[src/rtl/qdr_pkg.sv]
package qdr_pkg;
  localparam int LANE_W = 9;
  localparam int LANES  = 2;
  localparam int DATA_W = LANE_W * LANES;
  localparam int BURST  = 4;
  localparam int OFF_W  = $clog2(BURST);
endpackage

[src/rtl/qdr_burst_seq.sv]
// Burst sequencer: accepts a command at a command-clock rising edge when idle,
// then walks the 2-bit word offset through the rest of the four-beat burst.
module qdr_burst_seq #(
  parameter int GRP_W = 6,
  parameter int OFF_W = 2,
  parameter int BURST = 4
) (
  input  logic                     clk,
  input  logic                     rst,
  input  logic                     k_rise,
  input  logic                     req_n,
  input  logic [GRP_W-1:0]         grp,
  output logic                     accept,
  output logic                     act,
  output logic [GRP_W+OFF_W-1:0]   word
);
  logic             busy;
  logic [OFF_W-1:0] cnt;
  logic [GRP_W-1:0] base;

  assign accept = k_rise && !req_n && !busy;
  assign act    = accept || busy;
  assign word   = accept ? {grp, {OFF_W{1'b0}}} : {base, cnt};

  always_ff @(posedge clk) begin
    if (rst) begin
      busy <= 1'b0;
      cnt  <= '0;
      base <= '0;
    end else if (accept) begin
      busy <= 1'b1;
      cnt  <= OFF_W'(1);
      base <= grp;
    end else if (busy) begin
      cnt <= cnt + OFF_W'(1);
      if (cnt == OFF_W'(BURST - 1)) busy <= 1'b0;
    end
  end
endmodule

[src/rtl/qdr_lane_ram.sv]
// One byte lane of the array: single write port, registered read port,
// new data returned when read and write hit the same word on one edge.
module qdr_lane_ram #(
  parameter int AW = 8,
  parameter int W  = 9
) (
  input  logic          clk,
  input  logic          we,
  input  logic [AW-1:0] waddr,
  input  logic [W-1:0]  wdata,
  input  logic          re,
  input  logic [AW-1:0] raddr,
  output logic [W-1:0]  q
);
  localparam int DEPTH = 1 << AW;
  logic [W-1:0] mem [DEPTH];

  always_ff @(posedge clk) begin
    if (we) mem[waddr] <= wdata;
    if (re) q <= (we && (waddr == raddr)) ? wdata : mem[raddr];
  end
endmodule

[src/rtl/qdr_b4_sram.sv]
module qdr_b4_sram
  import qdr_pkg::*;
#(
  parameter int GRP_W = 6
) (
  input  logic              clk,
  input  logic              rst,
  input  logic              rd_n,
  input  logic              wr_n,
  input  logic [GRP_W-1:0]  addr,
  input  logic [DATA_W-1:0] din,
  input  logic [LANES-1:0]  bw_n,
  output logic [DATA_W-1:0] dout,
  output logic              q_valid,
  output logic              echo
);
  localparam int AW = GRP_W + OFF_W;

  logic          ph;
  logic          k_rise;
  logic          wr_acc, wr_act;
  logic          rd_acc, rd_act;
  logic [AW-1:0] wr_word, rd_word;
  logic          s1_v, s2_v, ram_v;
  logic [AW-1:0] s1_a, s2_a;
  logic [DATA_W-1:0] ram_q;

  assign k_rise = !ph;

  always_ff @(posedge clk) begin
    if (rst) begin
      ph   <= 1'b0;
      echo <= 1'b0;
    end else begin
      ph   <= ~ph;
      echo <= k_rise;
    end
  end

  qdr_burst_seq #(.GRP_W(GRP_W), .OFF_W(OFF_W), .BURST(BURST)) u_wseq (
    .clk(clk), .rst(rst), .k_rise(k_rise), .req_n(wr_n), .grp(addr),
    .accept(wr_acc), .act(wr_act), .word(wr_word)
  );

  qdr_burst_seq #(.GRP_W(GRP_W), .OFF_W(OFF_W), .BURST(BURST)) u_rseq (
    .clk(clk), .rst(rst), .k_rise(k_rise), .req_n(rd_n), .grp(addr),
    .accept(rd_acc), .act(rd_act), .word(rd_word)
  );

  // Read address pipeline: two beats of delay before the array fetch
  always_ff @(posedge clk) begin
    if (rst) begin
      s1_v  <= 1'b0;
      s2_v  <= 1'b0;
      ram_v <= 1'b0;
      s1_a  <= '0;
      s2_a  <= '0;
    end else begin
      s1_v  <= rd_act;
      s1_a  <= rd_word;
      s2_v  <= s1_v;
      s2_a  <= s1_a;
      ram_v <= s2_v;
    end
  end

  for (genvar l = 0; l < LANES; l++) begin : g_lane
    qdr_lane_ram #(.AW(AW), .W(LANE_W)) u_ram (
      .clk(clk),
      .we(wr_act && !bw_n[l]),
      .waddr(wr_word),
      .wdata(din[l*LANE_W +: LANE_W]),
      .re(s2_v),
      .raddr(s2_a),
      .q(ram_q[l*LANE_W +: LANE_W])
    );
  end

  always_ff @(posedge clk) begin
    if (rst) begin
      q_valid <= 1'b0;
      dout    <= '0;
    end else begin
      q_valid <= ram_v;
      dout    <= ram_v ? ram_q : '0;
    end
  end
endmodule

[config.mk]
export PLATFORM = sky130hd
export DESIGN_NAME = qdr_b4_sram
export DESIGN_NICKNAME = d
export VERILOG_FILES = /design/src/rtl/qdr_pkg.sv /design/src/rtl/qdr_burst_seq.sv /design/src/rtl/qdr_lane_ram.sv /design/src/rtl/qdr_b4_sram.sv
export SDC_FILE = /design/constraint.sdc
export NUM_CORES = 2
export LEC_CHECK = 0
export ABC_CLOCK_PERIOD_IN_PS = 7200
export BUFFER_PORTS_ARGS = -buffer_cell sky130_fd_sc_hd__buf_2
export CORE_ASPECT_RATIO = 1.5
export CORE_MARGIN = 8
export CORE_UTILIZATION = 40
export DETAILED_ROUTE_END_ITERATION = 16
export GPL_ROUTABILITY_DRIVEN = 0
export PLACE_DENSITY = 0.59
export SYNTH_ARGS = -nofsm -noshare
export SYNTH_HDL_FRONTEND = slang
export SYNTH_MEMORY_MAX_BITS = 65536
export SYNTH_SLANG_ARGS = --single-unit
[constraint.sdc]
create_clock -name clk -period 7.2 [get_ports clk]
set_clock_uncertainty 0.05 [all_clocks]
set_input_delay 0.36 -clock clk [delete_from_list [all_inputs] [get_ports clk]]
set_output_delay 0.36 -clock clk [all_outputs]
set_load 0.05 [all_outputs]
==> results.rst <==
.. list-table::
   :header-rows: 1

   * - Metric
     - Value
   * - I/O Pins
     - 50
   * - DRC viols
     - 0
   * - Number of buffers created by CTS
     - slightly above 400
   * - Power density of the placed cells
     - about 270 nW/µm²
   * - Relative contribution of sequential cells to total power
     - 0.545
   * - Post-synthesis instance total
     - approximately 8600
   * - Mapped Avg Cell Area
     - approximately 21 µm²
   * - Data required time at the worst endpoint
     - ~7.9 ns
   * - Area added between synthesis and finish
     - 11.6%
   * - Total internal power
     - approximately 44 mW
   * - Final #Nets
     - around 8800
   * - Library cell used as clock root buffer
     - sky130_fd_sc_hd__clkbuf_16
   * - Worst hold stages
     - 1
   * - HPWL after detailed placement
     - between 300000 and 400000 µm
   * - Syn nets
     - between 8000 and 9000
   * - Number of distinct library cell variants in the gate-level netlist after synthesis
     - approximately 80
   * - Pins Over Slew Limit
     - 14
   * - Multi-input combinational cell area
     - 37900 µm²
   * - Hold Crit Endpoint
     - g_lane[1].u_ram.mem[75][0]
   * - Final hold viol count
     - 2
   * - DIE HEIGHT
     - around 840 µm
   * - Maximum number of pins on one net before global-route repair
     - around 170
   * - Share of the core filled with cells
     - 0.448
   * - Number of fill cells
     - ~38000
   * - Highest clock frequency the design can meet
     - about 190 MHz
   * - Depth of the worst register-to-register path
     - 9
   * - Hold Path Origin
     - din[9]
   * - Number of gates resized after CTS
     - 0
   * - Storage element area
     - approximately 140000 µm²
   * - Initial drt markers
     - between 9000 and 10000
   * - Floorplan row count
     - ~300
   * - Combinational fraction of design power
     - 0.037
   * - CTS max path bufs
     - 4
   * - Total grt overflow
     - 0
   * - Starting utilization of the core area
     - 0.401
   * - 1st-pass router iterations
     - 8
   * - # port buffers
     - ~50
   * - Top_reg_cell synth
     - sky130_fd_sc_hd__edfxtp_1
   * - Post-synth ARST share
     - 0
   * - TritonCTS clock tree
     - yes
   * - RR Startpoint
     - s2_a[0]
   * - Top cell type by total area after synthesis
     - sky130_fd_sc_hd__edfxtp_1
   * - Slew margin rel.
     - -0.0306
   * - First-pass GRT wire length
     - between 700000 and 800000 µm
   * - Setup repair after global routing missed its margin
     - no
   * - Final Routed Wirelength
     - 513000 µm
   * - Critical Path Source Type
     - register
   * - Largest fanout of any net on the critical path
     - 76
   * - Chip width
     - approximately 560 µm
   * - FF-to-FF setup slack
     - around 1.9 ns
   * - Number of sinks driven by the clock tree
     - between 4000 and 5000
   * - Final total negative setup slack
     - 0 ns
   * - Actual slew at the worst max-slew pin
     - between 1.5 and 2 ns
   * - Number of antenna violations at the first check in global routing
     - 35
   * - Endpoint of the lowest-slack register-to-register path
     - g_lane[1].u_ram.q[4]
   * - Startpoint-to-endpoint class of the critical path
     - register to register
   * - Worst vdd ir
     - slightly above 200 µV
   * - CP Data Arrival Time
     - around 5.9 ns
   * - Per-cell routed wire length
     - 34.2 µm
   * - Number of flip-flops and latches in the synthesized netlist
     - around 4700
   * - CTS H-tree lvls
     - 5
   * - Yosys synthesis warning count
     - 0
   * - Critical path capture point type
     - register
   * - Average via count per standard cell
     - between 5 and 6
   * - Floorplan Core Area
     - approximately 450000 µm²
   * - Clk slew on worst S/H paths
     - ~0.07 ns
   * - Top cells by instance count after synthesis
     - sky130_fd_sc_hd__edfxtp_1 (4626), sky130_fd_sc_hd__mux4_2 (1013), sky130_fd_sc_hd__nor2_1 (632), sky130_fd_sc_hd__mux2i_1 (351), sky130_fd_sc_hd__clkbuf_1 (214)
   * - Max Cap Viol
     - 2
   * - Die Outline Area
     - approximately 470000 µm²
   * - Top cells by area in the synthesized netlist
     - sky130_fd_sc_hd__edfxtp_1 (77%), sky130_fd_sc_hd__mux4_2 (13%), sky130_fd_sc_hd__mux2i_1 (1.9%)
   * - Type of the worst min-delay path
     - primary input to register
   * - Worst hold margin
     - -0.0107 ns
   * - Status
     - finished with violations
   * - Post-layout min period
     - between 5 and 6 ns
   * - Share of layout cells above drive strength 1
     - 0.218
   * - Failing checks
     - negative hold slack, max-capacitance violations, max-slew violations
   * - Static Leakage
     - ~59 nW
   * - Total number of vias
     - between 80000 and 90000
   * - Share of Yosys cell area claimed by the top area cell type
     - 0.768
   * - Most common cell in the netlist
     - sky130_fd_sc_hd__edfxtp_1
   * - Clock Latency Late Sink
     - 0.97 ns
   * - Global routing usage summed across all routing layers
     - 0.212
   * - Final setup violation count
     - 0
   * - Proportion of total power due to net switching
     - 0.210
   * - Clock share of power
     - 0.418
   * - Net Sw Power
     - between 10 and 15 mW
   * - Count of flip-flops with a built-in enable after synthesis
     - about 4600
   * - Final antenna-violating net count
     - 0
   * - Fin crit share
     - 0.731
   * - Fraction of the yosys area taken by sequential cells
     - 0.775
   * - Vias in the first global route
     - ~93000
   * - Syn Std Cell Area
     - between 150000 and 200000 µm²
[power by group through the flow]
stage / Sequential (mW) / Combinational [mW] / Clock (mW)
2_1_floorplan: 30.6 / 0.900 / 0
4_1_cts: 30.0 / 2.05 / 23.4
3_5_place_dp: 30.6 / 2.03 / 0
3_3_place_gp: 30.6 / 1.99 / 0
5_1_grt: 30.0 / 2.11 / 24.3
6_report: 30.0 / 2.04 / 23.1
[cell families after synthesis]
logic type               Yosys count  synth area share
XOR/XNOR                           5          0.000242
buffers and inverters            546            0.0173
flip-flops                      4683             0.775
adder cells (fa/ha/maj)            2          0.000138
multiplexers                    1394             0.148
AO/OA/AOI/OAI                    863            0.0335
AND/OR/NAND/NOR                 1099            0.0266
[final cells by class]
| class | instances | area share |
|---|---|---|
| diodes | 15 | 0.000186 |
| clock buffers | 475 | 0.0533 |
| clock inverters | 278 | 0.0155 |
| inverters | 7 | 0.000192 |
| multi-input cells | 3363 | 0.188 |
| flip-flops and latches | 4683 | 0.694 |
| well taps | 5928 | 0.0368 |
| repair buffers | 256 | 0.0119 |
[worst max path at each step]
stage	end	from	slack, ns
after global placement	g_lane[1].u_ram.mem[26][1]	wr_n	2.02
final	g_lane[1].u_ram.q[4]	s2_a[0]	1.94
after floorplan	g_lane[0].u_ram.mem[38][0]	echo	4.10
after global routing	g_lane[1].u_ram.q[4]	s2_a[0]	1.94
after CTS	g_lane[1].u_ram.q[4]	s2_a[0]	1.99
after detailed placement	g_lane[1].u_ram.q[4]	s2_a[0]	2.01
[cells in the final DEF (no fill, tap or decap), types with 136 or more instances in the layout]
cell / netlist / final
sky130_fd_sc_hd__o22ai_1: 152 / 152
sky130_fd_sc_hd__mux2i_1: 351 / 351
sky130_fd_sc_hd__clkbuf_16: 0 / 422
sky130_fd_sc_hd__nor2_1: 632 / 627
sky130_fd_sc_hd__a21oi_1: 136 / 136
sky130_fd_sc_hd__buf_4: 72 / 157
sky130_fd_sc_hd__nand2_1: 199 / 186
sky130_fd_sc_hd__mux4_2: 1013 / 1013
sky130_fd_sc_hd__edfxtp_1: 4626 / 4626
sky130_fd_sc_hd__a22oi_1: 157 / 157
[layer usage]
metal  vias to the layer above  GRT usage  share of wire
met5                         -          0        0.00017
met4                        14      0.114          0.064
met3                      1022     0.0362          0.070
met2                      3995      0.370           0.51
met1                     47869      0.252           0.35
li1                      36092          -              -
[flip-flops by register name, indices dropped and copies added (netlist names), 2 cells and up]
name and count:
u_rseq.base 6, dout 18, s1_a 8, u_wseq.base 6, u_wseq.cnt 2, g_lane.u_ram.mem 4608, s2_a 8, g_lane.u_ram.q 18
u_rseq.cnt 2
[through the flow]
stage          worst slack, ns  cells  hold slack (ns)  power, mW  cell area [µm²]
3_5_place_dp              2.01  14219            0.372       32.7           188000
4_1_cts                   1.99  14990           0.0328       55.4           202000
3_3_place_gp              2.02  14219            0.368       32.6           188000
6_report                  1.94  15005          -0.0107       55.2           202000
5_1_grt                   1.94  14995           0.0293       56.4           202000
2_1_floorplan             4.10   8592            0.364       31.5           181000
[critical path: stages (launching register included)]
cell                        delay (ns)
sky130_fd_sc_hd__dfxtp_4          0.94
sky130_fd_sc_hd__buf_12           0.32
sky130_fd_sc_hd__buf_12           0.45
sky130_fd_sc_hd__mux4_2           0.58
sky130_fd_sc_hd__and2_1           0.17
sky130_fd_sc_hd__o22ai_1          0.38
sky130_fd_sc_hd__a22oi_1          0.26
sky130_fd_sc_hd__a2111oi_0        1.19
sky130_fd_sc_hd__nor3_1           0.24
sky130_fd_sc_hd__o22a_1           0.25
[repair_timing]
action	CTS	global route
endpoints found under the hold margin	253	0
setup buffers	0	0
hold buffers	18	0
Power figures use the tool's default switching activity.
